<file path="src/rtl/uc_pkg.sv">
package uc_pkg;
  typedef enum logic [2:0] {
    ST_IDLE  = 3'd0,
    ST_ARM   = 3'd1,
    ST_GATE  = 3'd2,
    ST_PWAIT = 3'd3,
    ST_PRUN  = 3'd4
  } uc_state_e;

  localparam int LEFT_W = 6;

  function automatic logic [LEFT_W-1:0] gate_ticks(input logic [1:0] code);
    case (code)
      2'd0:    return LEFT_W'(1);
      2'd1:    return LEFT_W'(4);
      2'd2:    return LEFT_W'(8);
      default: return LEFT_W'(32);
    endcase
  endfunction
endpackage

</file>
<file path="src/rtl/uc_sync_edge.sv">
module uc_sync_edge #(
  parameter int N = 2
) (
  input  logic         clk,
  input  logic         rst,
  input  logic [N-1:0] din,
  output logic [N-1:0] rise
);
  for (genvar i = 0; i < N; i++) begin : g_ch
    logic s1_q, s2_q, prev_q;
    always_ff @(posedge clk) begin
      if (rst) begin
        s1_q   <= 1'b0;
        s2_q   <= 1'b0;
        prev_q <= 1'b0;
      end else begin
        s1_q   <= din[i];
        s2_q   <= s1_q;
        prev_q <= s2_q;
      end
    end
    assign rise[i] = s2_q & ~prev_q;

    // a detected edge is a single-cycle pulse
    a_r9_single_pulse: assert property (@(posedge clk) disable iff (rst)
      rise[i] |=> !rise[i]);
  end
endmodule

</file>
<file path="src/rtl/uc_prescaler.sv">
module uc_prescaler #(
  parameter int DIV = 50000
) (
  input  logic clk,
  input  logic rst,
  output logic tick
);
  localparam int W = (DIV > 1) ? $clog2(DIV) : 1;
  localparam logic [W-1:0] LAST = W'(DIV - 1);

  logic [W-1:0] cnt_q;

  assign tick = (cnt_q == LAST);

  always_ff @(posedge clk) begin
    if (rst || tick) cnt_q <= '0;
    else             cnt_q <= cnt_q + 1'b1;
  end
endmodule

</file>
<file path="src/rtl/uc_sat_counter.sv">
module uc_sat_counter #(
  parameter int W = 20
) (
  input  logic         clk,
  input  logic         rst,
  input  logic         clr,
  input  logic         inc,
  output logic [W-1:0] q,
  output logic         ovf
);
  localparam logic [W-1:0] FULL = {W{1'b1}};

  always_ff @(posedge clk) begin
    if (rst || clr) begin
      q   <= '0;
      ovf <= 1'b0;
    end else if (inc) begin
      if (q == FULL) ovf <= 1'b1;
      else           q   <= q + 1'b1;
    end
  end

  // a count at full scale keeps the value and raises overflow
  a_r8_saturate: assert property (@(posedge clk) disable iff (rst)
    (inc && !clr && q == FULL) |=> (q == FULL && ovf));

  // without a clear the count never goes down
  a_r8_no_wrap: assert property (@(posedge clk) disable iff (rst)
    !clr |=> (q >= $past(q)));
endmodule

</file>
<file path="src/rtl/universal_counter.sv">
module universal_counter
  import uc_pkg::*;
#(
  parameter int CNT_W    = 20,
  parameter int TICK_CYC = 50000,
  parameter int REF_CYC  = 50
) (
  input  logic             clk,
  input  logic             rst,
  input  logic             hf_in,
  input  logic             lf_in,
  input  logic             cfg_we,
  input  logic             cfg_period,
  input  logic             cfg_lf,
  input  logic [1:0]       cfg_gate,
  input  logic             start,
  output logic             busy,
  output logic             done,
  output logic             overflow,
  output logic [CNT_W-1:0] result
);
  logic [1:0] rise_v;
  logic       hf_rise, lf_rise, ms_tick, ref_tick;

  uc_sync_edge #(.N(2)) sync_i (
    .clk(clk), .rst(rst), .din({lf_in, hf_in}), .rise(rise_v)
  );
  assign hf_rise = rise_v[0];
  assign lf_rise = rise_v[1];

  uc_prescaler #(.DIV(TICK_CYC)) ms_i  (.clk(clk), .rst(rst), .tick(ms_tick));
  uc_prescaler #(.DIV(REF_CYC))  ref_i (.clk(clk), .rst(rst), .tick(ref_tick));

  uc_state_e         state_q;
  logic              per_q, lf_q, half_q, done_q;
  logic [1:0]        gate_q;
  logic [LEFT_W-1:0] left_q;
  logic              event_c, cnt_inc;

  assign event_c = lf_q ? lf_rise : (hf_rise & ~half_q);
  assign cnt_inc = !start &&
                   ((state_q == ST_GATE && event_c) || (state_q == ST_PRUN && ref_tick));

  uc_sat_counter #(.W(CNT_W)) cnt_i (
    .clk(clk), .rst(rst), .clr(start), .inc(cnt_inc), .q(result), .ovf(overflow)
  );

  always_ff @(posedge clk) begin
    if (rst) begin
      state_q <= ST_IDLE;
      per_q   <= 1'b0;
      lf_q    <= 1'b0;
      gate_q  <= 2'd0;
      left_q  <= '0;
      half_q  <= 1'b0;
      done_q  <= 1'b0;
    end else begin
      if (cfg_we && state_q == ST_IDLE) begin
        per_q  <= cfg_period;
        lf_q   <= cfg_lf;
        gate_q <= cfg_gate;
      end
      if (start) begin
        state_q <= per_q ? ST_PWAIT : ST_ARM;
        left_q  <= gate_ticks(gate_q);
        half_q  <= 1'b0;
        done_q  <= 1'b0;
      end else begin
        case (state_q)
          ST_ARM:   if (ms_tick) state_q <= ST_GATE;
          ST_GATE: begin
            if (hf_rise) half_q <= ~half_q;
            if (ms_tick) begin
              if (left_q == LEFT_W'(1)) begin
                state_q <= ST_IDLE;
                done_q  <= 1'b1;
              end else begin
                left_q <= left_q - 1'b1;
              end
            end
          end
          ST_PWAIT: if (lf_rise) state_q <= ST_PRUN;
          ST_PRUN: if (lf_rise) begin
            state_q <= ST_IDLE;
            done_q  <= 1'b1;
          end
          default: state_q <= ST_IDLE;
        endcase
      end
    end
  end

  assign busy = (state_q != ST_IDLE);
  assign done = done_q;

  // done is never shown together with busy
  a_r10_done_idle: assert property (@(posedge clk) disable iff (rst)
    done |-> !busy);

  // configuration stays unchanged while a measurement runs
  a_r2_cfg_frozen: assert property (@(posedge clk) disable iff (rst)
    busy |=> $stable({per_q, lf_q, gate_q}));

  // start clears the result and flags and makes the block busy
  a_r3_start_clears: assert property (@(posedge clk) disable iff (rst)
    start |=> (result == '0 && !overflow && !done && busy));

  // the window stays closed until a timebase tick
  a_r4_arm_waits: assert property (@(posedge clk) disable iff (rst)
    (state_q == ST_ARM && !ms_tick && !start) |=> (state_q == ST_ARM && result == '0));

  // in period mode the count advances only while the input period is being timed
  a_r7_wait_no_count: assert property (@(posedge clk) disable iff (rst)
    (state_q == ST_PWAIT && !start) |=> $stable(result));
endmodule

</file>
<file path="config.mk">
export PLATFORM = sky130hd
export DESIGN_NAME = universal_counter
export DESIGN_NICKNAME = d
export VERILOG_FILES = /design/src/rtl/uc_pkg.sv /design/src/rtl/uc_sync_edge.sv /design/src/rtl/uc_prescaler.sv /design/src/rtl/uc_sat_counter.sv /design/src/rtl/universal_counter.sv
export SDC_FILE = /design/constraint.sdc
export NUM_CORES = 1
export LEC_CHECK = 0
export BUFFER_PORTS_ARGS = -buffer_cell sky130_fd_sc_hd__buf_2
export CORE_ASPECT_RATIO = 0.5
export CORE_MARGIN = 2
export CORE_UTILIZATION = 50
export CTS_BUF_LIST = sky130_fd_sc_hd__clkbuf_4 sky130_fd_sc_hd__clkbuf_8
export DETAILED_ROUTE_END_ITERATION = 6
export PLACE_DENSITY = 0.7
export SYNTH_ARGS = -nofsm -noshare
export SYNTH_HDL_FRONTEND = slang
export SYNTH_SLANG_ARGS = --single-unit
</file>
<file path="constraint.sdc">
create_clock -name clk -period 2.2 [get_ports clk]
set_clock_uncertainty 0.05 [all_clocks]
set_input_delay 0.44 -clock clk [delete_from_list [all_inputs] [get_ports clk]]
set_output_delay 0.44 -clock clk [all_outputs]
set_load 0.01 [all_outputs]
</file>
==> impl_metrics.ini <==
[floorplanning]
die_area_mm2 = 0.00671
count_of_standard_cell_rows = 19
initial_core_util_pct = 53.3
fp.dieH_um = 58.9
design.portCount = 33
die_width_um = 114
design.core.area_mm2 = 0.00566

[placed_design]
hpwl_um = 4710
io_buffer_count = 32
globalplace.congestion = 0.886
post-place-ws_ns = 0.0441
cell_area_reported_after_detailed_placement_mm2 = 0.00331

[worst_setup_path]
critPathMaxFanout = 9
crit_required_ns = 2.43
critical_path_class = register to register
crit-reg2reg-capture = cnt_i.q[10]
crit_path_start_kind = register
worstPathArrival_ns = 2.32
cp-end-kind = register
timing.rr.start = cnt_i.q[1]
ff2ff_setup_slack_ns = 0.11
rr_worst_depth = 7

[route]
antenna_left = 0
dr_vias = 2621
drt-initial-drc-count = 156
remaining_drc_errors = 0
routedWlPerCell_um = 14.0
routed_via_density = 5.58
wl_um = 6560
number_of_detailed_route_iterations_in_the_first_pass = 4

[power_and_ir_drop]
power.density_cell_area_mw_per_mm2 = 678
leakage_uw = 0.00146
vdd_drop_max_mv = 0.382

[grt]
number_of_global_route_vias_before_repair = 2449
grt_pass1_wl_um = 10900
initial_antenna_violation_count = 0
track_usage_pct = 21.1
grt_start_max_net_pins = 21
sum_of_overflow_across_all_layers_after_global_routing = 0

[yosys]
yosysMostFrequentCell = sky130_fd_sc_hd__dfxtp_1
async_set_or_reset_register_ratio_after_synthesis_pct = 0
synthesis.nets = 362
postSynth.topFlopCell = sky130_fd_sc_hd__dfxtp_1
synth_top_cells_by_count = 64 x sky130_fd_sc_hd__dfxtp_1, 59 x sky130_fd_sc_hd__nor2_1, 26 x sky130_fd_sc_hd__nand2_1
synth-edff-count = 0
synthesis_stage_register_bit_count = 64
post_synth_instance_area_mm2 = 0.00302
synth-seq-area-share_pct = 42.5
synth_cells = 346
netlist_top_cells_area = sky130_fd_sc_hd__dfxtp_1 42%, sky130_fd_sc_hd__nor2_1 7.3%, sky130_fd_sc_hd__xnor2_1 4.4%
syn-mean-instance-area_um2 = 8.72
dominant_cell_type_by_area_after_synthesis = sky130_fd_sc_hd__dfxtp_1
synth_top_area_share_pct = 42.5
yosys_warnings = 0
yosysUniqueCellTypes = 51

[clocking]
cts_max_path_buffers = 2
cts.sinks = 64
cts_setup_buffers = 0
clk_root_buffer_cell = sky130_fd_sc_hd__clkbuf_8
cts_made_buffers = 9
cts-htree-levels = 3
path_clk_slew_ns = 0.07
insertion_delay_ns = 0.35
cts_tree = built

[flow_run]
drv.max_cap_violation_count = 0

[min_path]
min-delay-path-class = input pin to register
worst_hold_path.endpoint = sync_i.g_ch[0].s1_q
worstHoldPathCells = 2
holdCritStartpoint = hf_in

[sta]
rsz_0062_raised_after_global_routing = yes
period_share_pct = 95.2
max_clock_freq_ghz = 0.477
finalHoldViolCount = 0
timing.final.setup_violations = 0
finalWorstPathRequiredPeriod_ns = 2.09
fin_tns_setup_ns = 0
max-slew-margin-rel_pct = 64.2
final-max-slew-violation-count = 0
worst_pin_slew_ns = 0.538
worst_slack_ns = 0.105

[finish]
non_filler_cell_area_final_mm2 = 0.00353
layout-drive-gt1-share_pct = 20.7
finish.utilization_pct = 62.4
antenna_cells_inserted = 0
finish.net_count = 408
layout-area-overhead-vs-synth_pct = 17.1

[run_status]
outcome = finished, final reports clean
[registers in the layout (all words and copies together), names as in the netlist]
| name | flops |
|---|---|
| lf_q | 1 |
| ms_i.cnt_q | 16 |
| left_q | 6 |
| cnt_i.q | 20 |
| per_q | 1 |
| ref_i.cnt_q | 6 |
| done | 1 |
| cnt_i.ovf | 1 |
| sync_i.g_ch.s1_q | 2 |
| sync_i.g_ch.s2_q | 2 |
| sync_i.g_ch.prev_q | 2 |
| half_q | 1 |
| state_q | 3 |
| gate_q | 2 |
[stage by stage]
step | power, µW | hold WS (ns) | instances
2_1_floorplan | 1350 | 0.364 | 346
3_3_place_gp | 1380 | 0.380 | 454
3_5_place_dp | 1390 | 0.388 | 454
4_1_cts | 2420 | 0.231 | 470
5_1_grt | 2500 | 0.251 | 470
6_report | 2390 | 0.253 | 470
[worst max-delay path, cell delays in order (launching register included)]
cell	delay, ns
sky130_fd_sc_hd__dfxtp_1	0.35
sky130_fd_sc_hd__ha_1	0.23
sky130_fd_sc_hd__and4_1	0.25
sky130_fd_sc_hd__and4_1	0.23
sky130_fd_sc_hd__nand2b_1	0.19
sky130_fd_sc_hd__nand3_4	0.15
sky130_fd_sc_hd__or4_1	0.42
sky130_fd_sc_hd__a21oi_1	0.16
[routing by layer]
metal / vias up / global-route usage (%) / share of wire (%)
li1: 1311 / - / -
met1: 1251 / 24.4 / 46
met2: 48 / 35.9 / 48
met3: 11 / 8.03 / 4.4
met4: 0 / 9.06 / 1.7
met5: - / 0 / 0
[worst max-delay path by stage]
stage / startpoint / endpoint / cells past startpoint
5_1_grt: cnt_i.q[1] / cnt_i.q[10] / 7
3_5_place_dp: cnt_i.q[1] / cnt_i.q[7] / 7
3_3_place_gp: cnt_i.q[1] / cnt_i.q[7] / 7
4_1_cts: cnt_i.q[1] / cnt_i.q[6] / 7
6_report: cnt_i.q[1] / cnt_i.q[10] / 7
2_1_floorplan: cnt_i.q[0] / cnt_i.q[6] / 7
[repair_timing]
action / 4_1_cts / 5_1_grt
endpoints found under the setup margin: 0 / 10
endpoints found under the hold margin: 0 / 0
hold buffers: 0 / 0
resized for setup: 0 / 4
[kinds of logic (layout without fill, tap and decap cells)]
group / count (synthesis) / in the layout / synth area share (%)
simple gates: 177 / 177 / 31.6
flops: 64 / 64 / 42.5
compound gates: 43 / 43 / 9.50
xor+xnor: 28 / 28 / 8.13
buf+inv: 21 / 72 / 3.44
mux: 7 / 7 / 2.32
fa+ha+maj: 6 / 6 / 2.49
[layout make-up]
type	count	area [µm²]
Inverter	9	33.8
Clock buffer	11	151
Sequential cell	64	1280
Multi-Input combinational cell	261	1650
Clock inverter	5	55.1
Tap cell	73	91.3
Fill cell	507	2130
Timing Repair Buffer	47	273
[where the power goes]
part	total (µW)	switching (µW)	internal, µW
sequential	1210	24.2	1180
combinational	155	86.1	69.2
clock	1030	449	580
total	2390	559	1830
[placed cells by master (no fill, tap or decap), types with 5 or more instances in the layout]
cell type / count
sky130_fd_sc_hd__a31oi_1: 8
sky130_fd_sc_hd__ha_1: 6
sky130_fd_sc_hd__nand4_1: 11
sky130_fd_sc_hd__mux2i_1: 7
sky130_fd_sc_hd__nor2_1: 59
sky130_fd_sc_hd__nor3_1: 7
sky130_fd_sc_hd__o21ai_0: 7
sky130_fd_sc_hd__a21oi_1: 13
sky130_fd_sc_hd__buf_2: 32
sky130_fd_sc_hd__inv_1: 9
sky130_fd_sc_hd__nor2b_1: 8
sky130_fd_sc_hd__xnor2_1: 15
sky130_fd_sc_hd__nand3_1: 15
sky130_fd_sc_hd__xor2_1: 13
sky130_fd_sc_hd__buf_4: 15
sky130_fd_sc_hd__nand2_1: 26
sky130_fd_sc_hd__dfxtp_1: 64
sky130_fd_sc_hd__a41o_1: 5
sky130_fd_sc_hd__and3_1: 6
sky130_fd_sc_hd__clkbuf_8: 11
Note: power is estimated with default switching activity, not from simulation.
